$ cat src/rtl/ccs_pkg.sv
package ccs_pkg;

    typedef enum logic {
        DIR_RD = 1'b0,
        DIR_WR = 1'b1
    } dir_e;

    typedef enum logic [1:0] {
        SP_SAME_GRP   = 2'd0,
        SP_OTHER_GRP  = 2'd1,
        SP_OTHER_RANK = 2'd2
    } spacing_e;

endpackage

$ cat src/rtl/ccs_spacing_sel.sv
module ccs_spacing_sel
    import ccs_pkg::*;
#(
    parameter int RANK_W   = 1,
    parameter int BANK_W   = 2,
    parameter int GROUPS   = 2,
    parameter bit GROUP_EN = 1'b1,
    parameter int MY_RANK  = 0,
    parameter int MY_BANK  = 0
) (
    input  logic [RANK_W-1:0] iss_rank_i,
    input  logic [BANK_W-1:0] iss_bank_i,
    output spacing_e          spc_o
);

    localparam int unsigned MY_GRP = MY_BANK % GROUPS;

    logic same_rank;
    logic same_grp;

    assign same_rank = (iss_rank_i == RANK_W'(MY_RANK));

    generate
        if (GROUP_EN) begin : g_grouped
            always_comb begin
                int unsigned ib;
                ib       = 32'(iss_bank_i);
                same_grp = ((ib % GROUPS) == MY_GRP);
            end
        end else begin : g_flat
            assign same_grp = (iss_bank_i == BANK_W'(MY_BANK));
        end
    endgenerate

    always_comb begin
        if (!same_rank) begin
            spc_o = SP_OTHER_RANK;
        end else if (same_grp) begin
            spc_o = SP_SAME_GRP;
        end else begin
            spc_o = SP_OTHER_GRP;
        end
    end

endmodule

$ cat src/rtl/ccs_bank_window.sv
module ccs_bank_window
    import ccs_pkg::*;
#(
    parameter int TIME_W   = 16,
    parameter int RANK_W   = 1,
    parameter int BANK_W   = 2,
    parameter int GROUPS   = 2,
    parameter bit GROUP_EN = 1'b1,
    parameter int MY_RANK  = 0,
    parameter int MY_BANK  = 0,
    parameter int T_BURST  = 4,
    parameter int T_CCD_L  = 6,
    parameter int T_CS     = 2
) (
    input  logic              clk_i,
    input  logic              rst_ni,
    input  logic              iss_vld_i,
    input  logic [RANK_W-1:0] iss_rank_i,
    input  logic [BANK_W-1:0] iss_bank_i,
    input  logic [TIME_W-1:0] iss_time_i,
    input  logic [TIME_W-1:0] now_i,
    output logic              col_ok_o
);

    localparam logic [TIME_W-1:0] BURST_T = TIME_W'(T_BURST);
    localparam logic [TIME_W-1:0] CCDL_T  = TIME_W'(T_CCD_L);
    localparam logic [TIME_W-1:0] XRANK_T = TIME_W'(T_BURST + T_CS);

    typedef struct packed {
        logic [TIME_W-1:0] win;
    } win_st_t;

    win_st_t     st_d, st_q;
    spacing_e    spc;
    logic [TIME_W-1:0] gap;
    logic [TIME_W-1:0] bound;

    ccs_spacing_sel #(
        .RANK_W  (RANK_W),
        .BANK_W  (BANK_W),
        .GROUPS  (GROUPS),
        .GROUP_EN(GROUP_EN),
        .MY_RANK (MY_RANK),
        .MY_BANK (MY_BANK)
    ) u_sel (
        .iss_rank_i(iss_rank_i),
        .iss_bank_i(iss_bank_i),
        .spc_o     (spc)
    );

    always_comb begin
        st_d = st_q;
        unique case (spc)
            SP_SAME_GRP:  gap = CCDL_T;
            SP_OTHER_GRP: gap = BURST_T;
            default:      gap = XRANK_T;
        endcase
        bound = iss_time_i + gap;
        if (iss_vld_i && (bound > st_q.win)) begin
            st_d.win = bound;
        end
    end

    always_ff @(posedge clk_i) begin
        if (!rst_ni) begin
            st_q <= '0;
        end else begin
            st_q <= st_d;
        end
    end

    assign col_ok_o = (now_i >= st_q.win);

    assert_same_group_R2: assert property (@(posedge clk_i) disable iff (!rst_ni)
        (iss_vld_i && spc == SP_SAME_GRP) |=> (st_q.win >= $past(iss_time_i) + CCDL_T))
        else $error("same-group window below long gap");

    assert_other_group_R3: assert property (@(posedge clk_i) disable iff (!rst_ni)
        (iss_vld_i && spc == SP_OTHER_GRP) |=> (st_q.win >= $past(iss_time_i) + BURST_T))
        else $error("other-group window below burst gap");

    assert_other_rank_R4: assert property (@(posedge clk_i) disable iff (!rst_ni)
        (iss_vld_i && spc == SP_OTHER_RANK) |=> (st_q.win >= $past(iss_time_i) + XRANK_T))
        else $error("other-rank window below rank gap");

    assert_monotonic_R5: assert property (@(posedge clk_i) disable iff (!rst_ni)
        iss_vld_i |=> (st_q.win >= $past(st_q.win)))
        else $error("window moved backwards");

    assert_hold_R5: assert property (@(posedge clk_i) disable iff (!rst_ni)
        !iss_vld_i |=> $stable(st_q.win))
        else $error("window changed without issue");

endmodule

$ cat src/rtl/ccs_bus_tracker.sv
module ccs_bus_tracker
    import ccs_pkg::*;
#(
    parameter int TIME_W  = 16,
    parameter int RANK_W  = 1,
    parameter int T_BURST = 4,
    parameter int T_WTR   = 3,
    parameter int T_CL    = 5,
    parameter int T_RTW   = 2
) (
    input  logic              clk_i,
    input  logic              rst_ni,
    input  logic              iss_vld_i,
    input  logic [RANK_W-1:0] iss_rank_i,
    input  dir_e              iss_dir_i,
    input  logic [TIME_W-1:0] iss_time_i,
    output logic [TIME_W-1:0] bus_busy_o
);

    localparam logic [TIME_W-1:0] BURST_T = TIME_W'(T_BURST);
    localparam logic [TIME_W-1:0] W2R_T   = TIME_W'(T_WTR + T_CL);
    localparam logic [TIME_W-1:0] R2W_T   = TIME_W'(T_RTW);

    typedef struct packed {
        logic [TIME_W-1:0] busy;
        logic [RANK_W-1:0] act_rank;
        dir_e              last_dir;
    } bus_st_t;

    bus_st_t st_d, st_q;
    logic [TIME_W-1:0] bubble;
    logic [TIME_W-1:0] padded;
    logic [TIME_W-1:0] start;
    logic              same_rank;

    always_comb begin
        st_d      = st_q;
        same_rank = (iss_rank_i == st_q.act_rank);
        bubble    = '0;
        if (same_rank && (iss_dir_i != st_q.last_dir)) begin
            bubble = (st_q.last_dir == DIR_WR) ? W2R_T : R2W_T;
        end
        padded = st_q.busy + bubble;
        start  = (iss_time_i > padded) ? iss_time_i : padded;
        if (iss_vld_i) begin
            st_d.busy     = start + BURST_T;
            st_d.act_rank = iss_rank_i;
            st_d.last_dir = iss_dir_i;
        end
    end

    always_ff @(posedge clk_i) begin
        if (!rst_ni) begin
            st_q.busy     <= '0;
            st_q.act_rank <= '0;
            st_q.last_dir <= DIR_RD;
        end else begin
            st_q <= st_d;
        end
    end

    assign bus_busy_o = st_q.busy;

    assert_bus_spacing_R10: assert property (@(posedge clk_i) disable iff (!rst_ni)
        iss_vld_i |=> (st_q.busy >= $past(st_q.busy) + BURST_T))
        else $error("burst closer than one burst length");

    assert_bus_after_issue_R10: assert property (@(posedge clk_i) disable iff (!rst_ni)
        iss_vld_i |=> (st_q.busy >= $past(iss_time_i) + BURST_T))
        else $error("burst ends before issue plus burst length");

    assert_rank_hop_no_bubble_R9: assert property (@(posedge clk_i) disable iff (!rst_ni)
        (iss_vld_i && iss_rank_i != st_q.act_rank && iss_time_i <= st_q.busy)
        |=> (st_q.busy == $past(st_q.busy) + BURST_T))
        else $error("rank change added a bubble");

    assert_track_R11: assert property (@(posedge clk_i) disable iff (!rst_ni)
        iss_vld_i |=> (st_q.act_rank == $past(iss_rank_i) && st_q.last_dir == $past(iss_dir_i)))
        else $error("active rank or direction not recorded");

    assert_bus_hold_R10: assert property (@(posedge clk_i) disable iff (!rst_ni)
        !iss_vld_i |=> $stable(st_q.busy))
        else $error("busy time changed without issue");

endmodule

$ cat src/rtl/col_spacing_tracker.sv
module col_spacing_tracker
    import ccs_pkg::*;
#(
    parameter int RANKS    = 2,
    parameter int BANKS    = 4,
    parameter int GROUPS   = 2,
    parameter bit GROUP_EN = 1'b1,
    parameter int TIME_W   = 16,
    parameter int T_BURST  = 4,
    parameter int T_CCD_L  = 6,
    parameter int T_CS     = 2,
    parameter int T_WTR    = 3,
    parameter int T_CL     = 5,
    parameter int T_RTW    = 2,
    localparam int RANK_W  = (RANKS > 1) ? $clog2(RANKS) : 1,
    localparam int BANK_W  = (BANKS > 1) ? $clog2(BANKS) : 1,
    localparam int NFLAGS  = RANKS * BANKS
) (
    input  logic              clk_i,
    input  logic              rst_ni,
    input  logic              iss_vld_i,
    input  logic [RANK_W-1:0] iss_rank_i,
    input  logic [BANK_W-1:0] iss_bank_i,
    input  logic              iss_dir_i,
    input  logic [TIME_W-1:0] iss_time_i,
    input  logic [TIME_W-1:0] now_i,
    output logic [NFLAGS-1:0] col_ok_o,
    output logic [TIME_W-1:0] bus_busy_o
);

    generate
        if (GROUP_EN && (T_CCD_L <= T_BURST)) begin : g_bad_ccd
            $error("long CAS gap must exceed the burst length when grouping is on");
        end
        if (GROUP_EN && ((GROUPS > BANKS) || (BANKS % GROUPS != 0))) begin : g_bad_grp
            $error("banks must divide evenly into groups");
        end
    endgenerate

    generate
        for (genvar r = 0; r < RANKS; r++) begin : g_rank
            for (genvar b = 0; b < BANKS; b++) begin : g_bank
                ccs_bank_window #(
                    .TIME_W  (TIME_W),
                    .RANK_W  (RANK_W),
                    .BANK_W  (BANK_W),
                    .GROUPS  (GROUPS),
                    .GROUP_EN(GROUP_EN),
                    .MY_RANK (r),
                    .MY_BANK (b),
                    .T_BURST (T_BURST),
                    .T_CCD_L (T_CCD_L),
                    .T_CS    (T_CS)
                ) u_win (
                    .clk_i     (clk_i),
                    .rst_ni    (rst_ni),
                    .iss_vld_i (iss_vld_i),
                    .iss_rank_i(iss_rank_i),
                    .iss_bank_i(iss_bank_i),
                    .iss_time_i(iss_time_i),
                    .now_i     (now_i),
                    .col_ok_o  (col_ok_o[r*BANKS + b])
                );
            end
        end
    endgenerate

    ccs_bus_tracker #(
        .TIME_W (TIME_W),
        .RANK_W (RANK_W),
        .T_BURST(T_BURST),
        .T_WTR  (T_WTR),
        .T_CL   (T_CL),
        .T_RTW  (T_RTW)
    ) u_bus (
        .clk_i     (clk_i),
        .rst_ni    (rst_ni),
        .iss_vld_i (iss_vld_i),
        .iss_rank_i(iss_rank_i),
        .iss_dir_i (dir_e'(iss_dir_i)),
        .iss_time_i(iss_time_i),
        .bus_busy_o(bus_busy_o)
    );

endmodule

$ cat config.mk
export PLATFORM = sky130hd
export DESIGN_NAME = col_spacing_tracker
export DESIGN_NICKNAME = d
export VERILOG_FILES = /design/src/rtl/ccs_pkg.sv /design/src/rtl/ccs_spacing_sel.sv /design/src/rtl/ccs_bank_window.sv /design/src/rtl/ccs_bus_tracker.sv /design/src/rtl/col_spacing_tracker.sv
export SDC_FILE = /design/constraint.sdc
export NUM_CORES = 1
export LEC_CHECK = 0
export CAP_MARGIN = 20
export CORE_MARGIN = 1
export CORE_UTILIZATION = 30
export CTS_CLUSTER_SIZE = 8
export DETAILED_ROUTE_END_ITERATION = 16
export SYNTH_ARGS = -nofsm -noshare
export SYNTH_HDL_FRONTEND = slang
export SYNTH_HIERARCHICAL = 1
export SYNTH_SLANG_ARGS = --single-unit
export TNS_END_PERCENT = 30
$ cat constraint.sdc
create_clock -name clk_i -period 5.8 [get_ports clk_i]
set_input_delay 1.74 -clock clk_i [delete_from_list [all_inputs] [get_ports clk_i]]
set_output_delay 1.74 -clock clk_i [all_outputs]
set_load 0.02 [all_outputs]
==> qor.csv, run 1 <==
metric,value,unit
status,"complete, no violations",
hold_path.class,flip-flop to flip-flop,
fin_crit,5702,ps
rsz0062_at_grt,yes,
routed_wirelength,47.86,mm
critPathBufInv,3,
fin_nets,2310,
power_leakage,0.007970,µW
synth_most_common_cell,ha_1,
clkLatencyLatePin,460,ps
ys.flop_type,dfxtp_1,
synth_xor_area_share,7.529,%
gr-total-overflow,0,
port_buffers,61,
start_util,30.51,%
crit_chain,clkdlybuf4s50_1 -> buf_12 -> ha_1 -> a21o_1 -> a21o_1 -> a211o_1 -> a21oi_1 -> o21ai_0 -> dlygate4sd2_1,
finalHoldViolCount,0,
numClockSinks,146,
fmax,175.4,MHz
ys_seq_area_share,19.05,%
synthesis.area_per_instance,8.461,µm²
numCtsBuffers,17,
grt_pass1_vias,14110,
reg2reg_to,u_bus/bus_busy_o[6],
tightest_slew,878.7,ps
cpMostUsedCell,a21o_1,
synth_top_family_by_area,adder cells,
reg2reg_from,u_bus/st_q[1],
htreeDepth,4,
r2r_setup_slack,1400,ps
globalplace.congestion,0.8406,
placed_area,17750,µm²
crit_end,col_ok_o[6],
yosys.area_share.simple,16.34,%
antennaDiodeCount,0,
area_growth_syn_to_layout,20.31,%
die_h,228.1,µm
grt_start_max_net_pins,35,
wl_per_cell,17.97,µm
critPathSlowestCell,clkdlybuf4s50_1,
critPathLaunchType,primary input,
synth_edf_count,0,
slowest_delay,450,ps
cp-end-kind,output pin,
synth_area_leaders,"ha_1 (24%), dfxtp_1 (19%), inv_1 (6.8%)",
finClkSkew,12.99,ps
placeableCoreArea,50270,µm²
netlist_area,15340,µm²
startpoint,now_i[9],
synth_top_area_share,23.82,%
cp.depth,9,
power_density,208.5,nW/µm²
dieArea,52040,µm²
drv_slew,0,
synthCells,1813,
peakVddDrop,0.1771,mV
io_pins,63,
cp.arrival,3960,ps
remaining_drc_errors,0,
relSlewSlack,41.33,%
synthDistinctLibCells,76,
path_class,primary input to output pin,
ant_nets,0,
synth_compound_area_share,23.01,%
ys_seq_elements,146,
grt_pass1_wl,75.64,mm
fillers,5150,
drt-vias-per-instance,5.268,
cp_top_family,buffers and inverters,
synth.yosys.warnings,6,
synthMuxAreaShare,1.069,%
design_area,18460,µm²
drive_gt1_share,14.57,%
root_buffer,clkbuf_16,
yosysTopAreaCell,ha_1,
clk_pin_slew_worst_paths,60,ps
maxCapViolCount,0,
first_pass_iters,5,
tns,0,ps
cts_hold_buf,0,
worstPathRequired,4060,ps
die_w,228.1,µm
vias,14030,
rows,82,
synth-async-reset-ratio,0,%
r2r_cells,19,
tritoncts,yes,
critPathMaxFanout,8,
ys_top_cells_by_count,"ha_1 (292), inv_1 (279), dfxtp_1 (146), o22ai_1 (118), a21oi_1 (99)",
synth_nets,2144,
fin_crit_sh,98.31,%
antenna_found_initial,1,
setup_violations,0,
synthAdderAreaFrac,23.82,%
final_util,36.71,%
dp_hpwl,35.42,mm
drtIter0Drc,807,
grtUsageTotal,18.42,%
ctsLongestPathBuffers,2,
[routing by layer]
layer | share of wire [%] | vias to the layer above | global-route usage (%)
li1 | - | 6908 | -
met3 | 6.2 | 76 | 2.863
met1 | 45 | 6647 | 24.23
met2 | 46 | 396 | 30.48
met4 | 2.6 | 2 | 6.208
met5 | 0.027 | - | 0
[cells in the final DEF (no fill, tap or decap), types with 14 or more instances in the layout]
cell,synthesis,routed
ha_1,292,290
inv_1,279,279
dfxtp_1,146,146
o22ai_1,118,118
buf_4,23,108
a21oi_1,99,95
nand3_1,87,86
nand2_1,84,84
xor2_1,74,70
nand4_1,65,65
o21ai_0,69,65
nor2_1,65,65
xnor2_1,56,56
a21o_1,44,44
clkdlybuf4s50_1,0,44
buf_12,0,27
nand2b_1,24,24
and3_1,23,23
nor3_1,19,19
clkbuf_16,0,17
a211oi_1,18,14
[worst min-delay path by stage]
stage	slack, ps	from	depth (start not counted)	endpoint
after floorplan	450	u_bus/bus_busy_o[0]	2	u_bus/bus_busy_o[0]
after global placement	500	u_bus/st_q[0]	2	u_bus/st_q[0]
after detailed placement	510	u_bus/st_q[0]	2	u_bus/st_q[0]
after CTS	520	g_rank[0].g_bank[1].u_win/st_q[5]	2	g_rank[0].g_bank[1].u_win/st_q[5]
after global routing	540	g_rank[0].g_bank[1].u_win/st_q[5]	2	g_rank[0].g_bank[1].u_win/st_q[5]
final	520	g_rank[1].g_bank[0].u_win/st_q[12]	2	g_rank[1].g_bank[0].u_win/st_q[12]
[per-stage QoR]
step                      power (µW)  setup WS, ps  std cells  hold WS, ps
final                           3847         97.91       2663        519.7
after detailed placement        2746        -592.5       2629        508.2
after global routing            4111        -59.50       2663        539.8
after global placement          2684        -459.8       2629        496.9
after CTS                       3847        -95.80       2660        520.0
after floorplan                 2204         8.135       1813        453.4
[where the power goes]
part | switching, µW | total (µW) | internal, µW
clock network | 477 | 1100 | 619
logic | 931 | 1600 | 665
registers | 47.6 | 1150 | 1110
total | 1460 | 3850 | 2390
[flip-flops by register name, summed over array words and instances (netlist names)]
register	flops
u_bus/st_q	2
g_rank.g_bank.u_win/st_q	128
u_bus/bus_busy_o	16
[timing repair]
item                                    CTS  global route
gates resized for setup                  11            33
pin swaps                                 0            11
setup buffers                             0             3
endpoints found under the setup margin   13            19
[layout make-up]
type	count	area, µm²	share of cell area [%]
clock inverter	9	81.33	0.4407
multi-input combinational	1337	11170	60.50
timing repair buffer	194	1908	10.34
tap	672	840.8	4.556
clock buffer	22	474.2	2.569
inverter	283	1062	5.756
sequential	146	2923	15.84
[logic make-up after synthesis]
group                    count (synthesis)
multiplexers                            16
XOR/XNOR                               131
flip-flops                             146
AND/OR/NAND/NOR                        442
buffers and inverters                  330
AO/OA/AOI/OAI                          456
adder cells (fa/ha/maj)                292
[worst min-delay path, stage by stage (launching register included)]
cell and delay [ps]:
dfxtp_1 300, inv_1 90, o22ai_1 90
Note: power is estimated with default switching activity, not from simulation.
==> run 2: changes to the inputs <==
- CTS_CLUSTER_DIAMETER: default -> 30
==> results of run 2 <==
Same layout as run 1: the final DEF is identical, and so are final timing and power.
==> run 3: changes to the inputs <==
- ABC_CLOCK_PERIOD_IN_PS: default -> 5800
==> results of run 3 <==
Same layout as run 1: the final DEF is identical, and so are final timing and power.
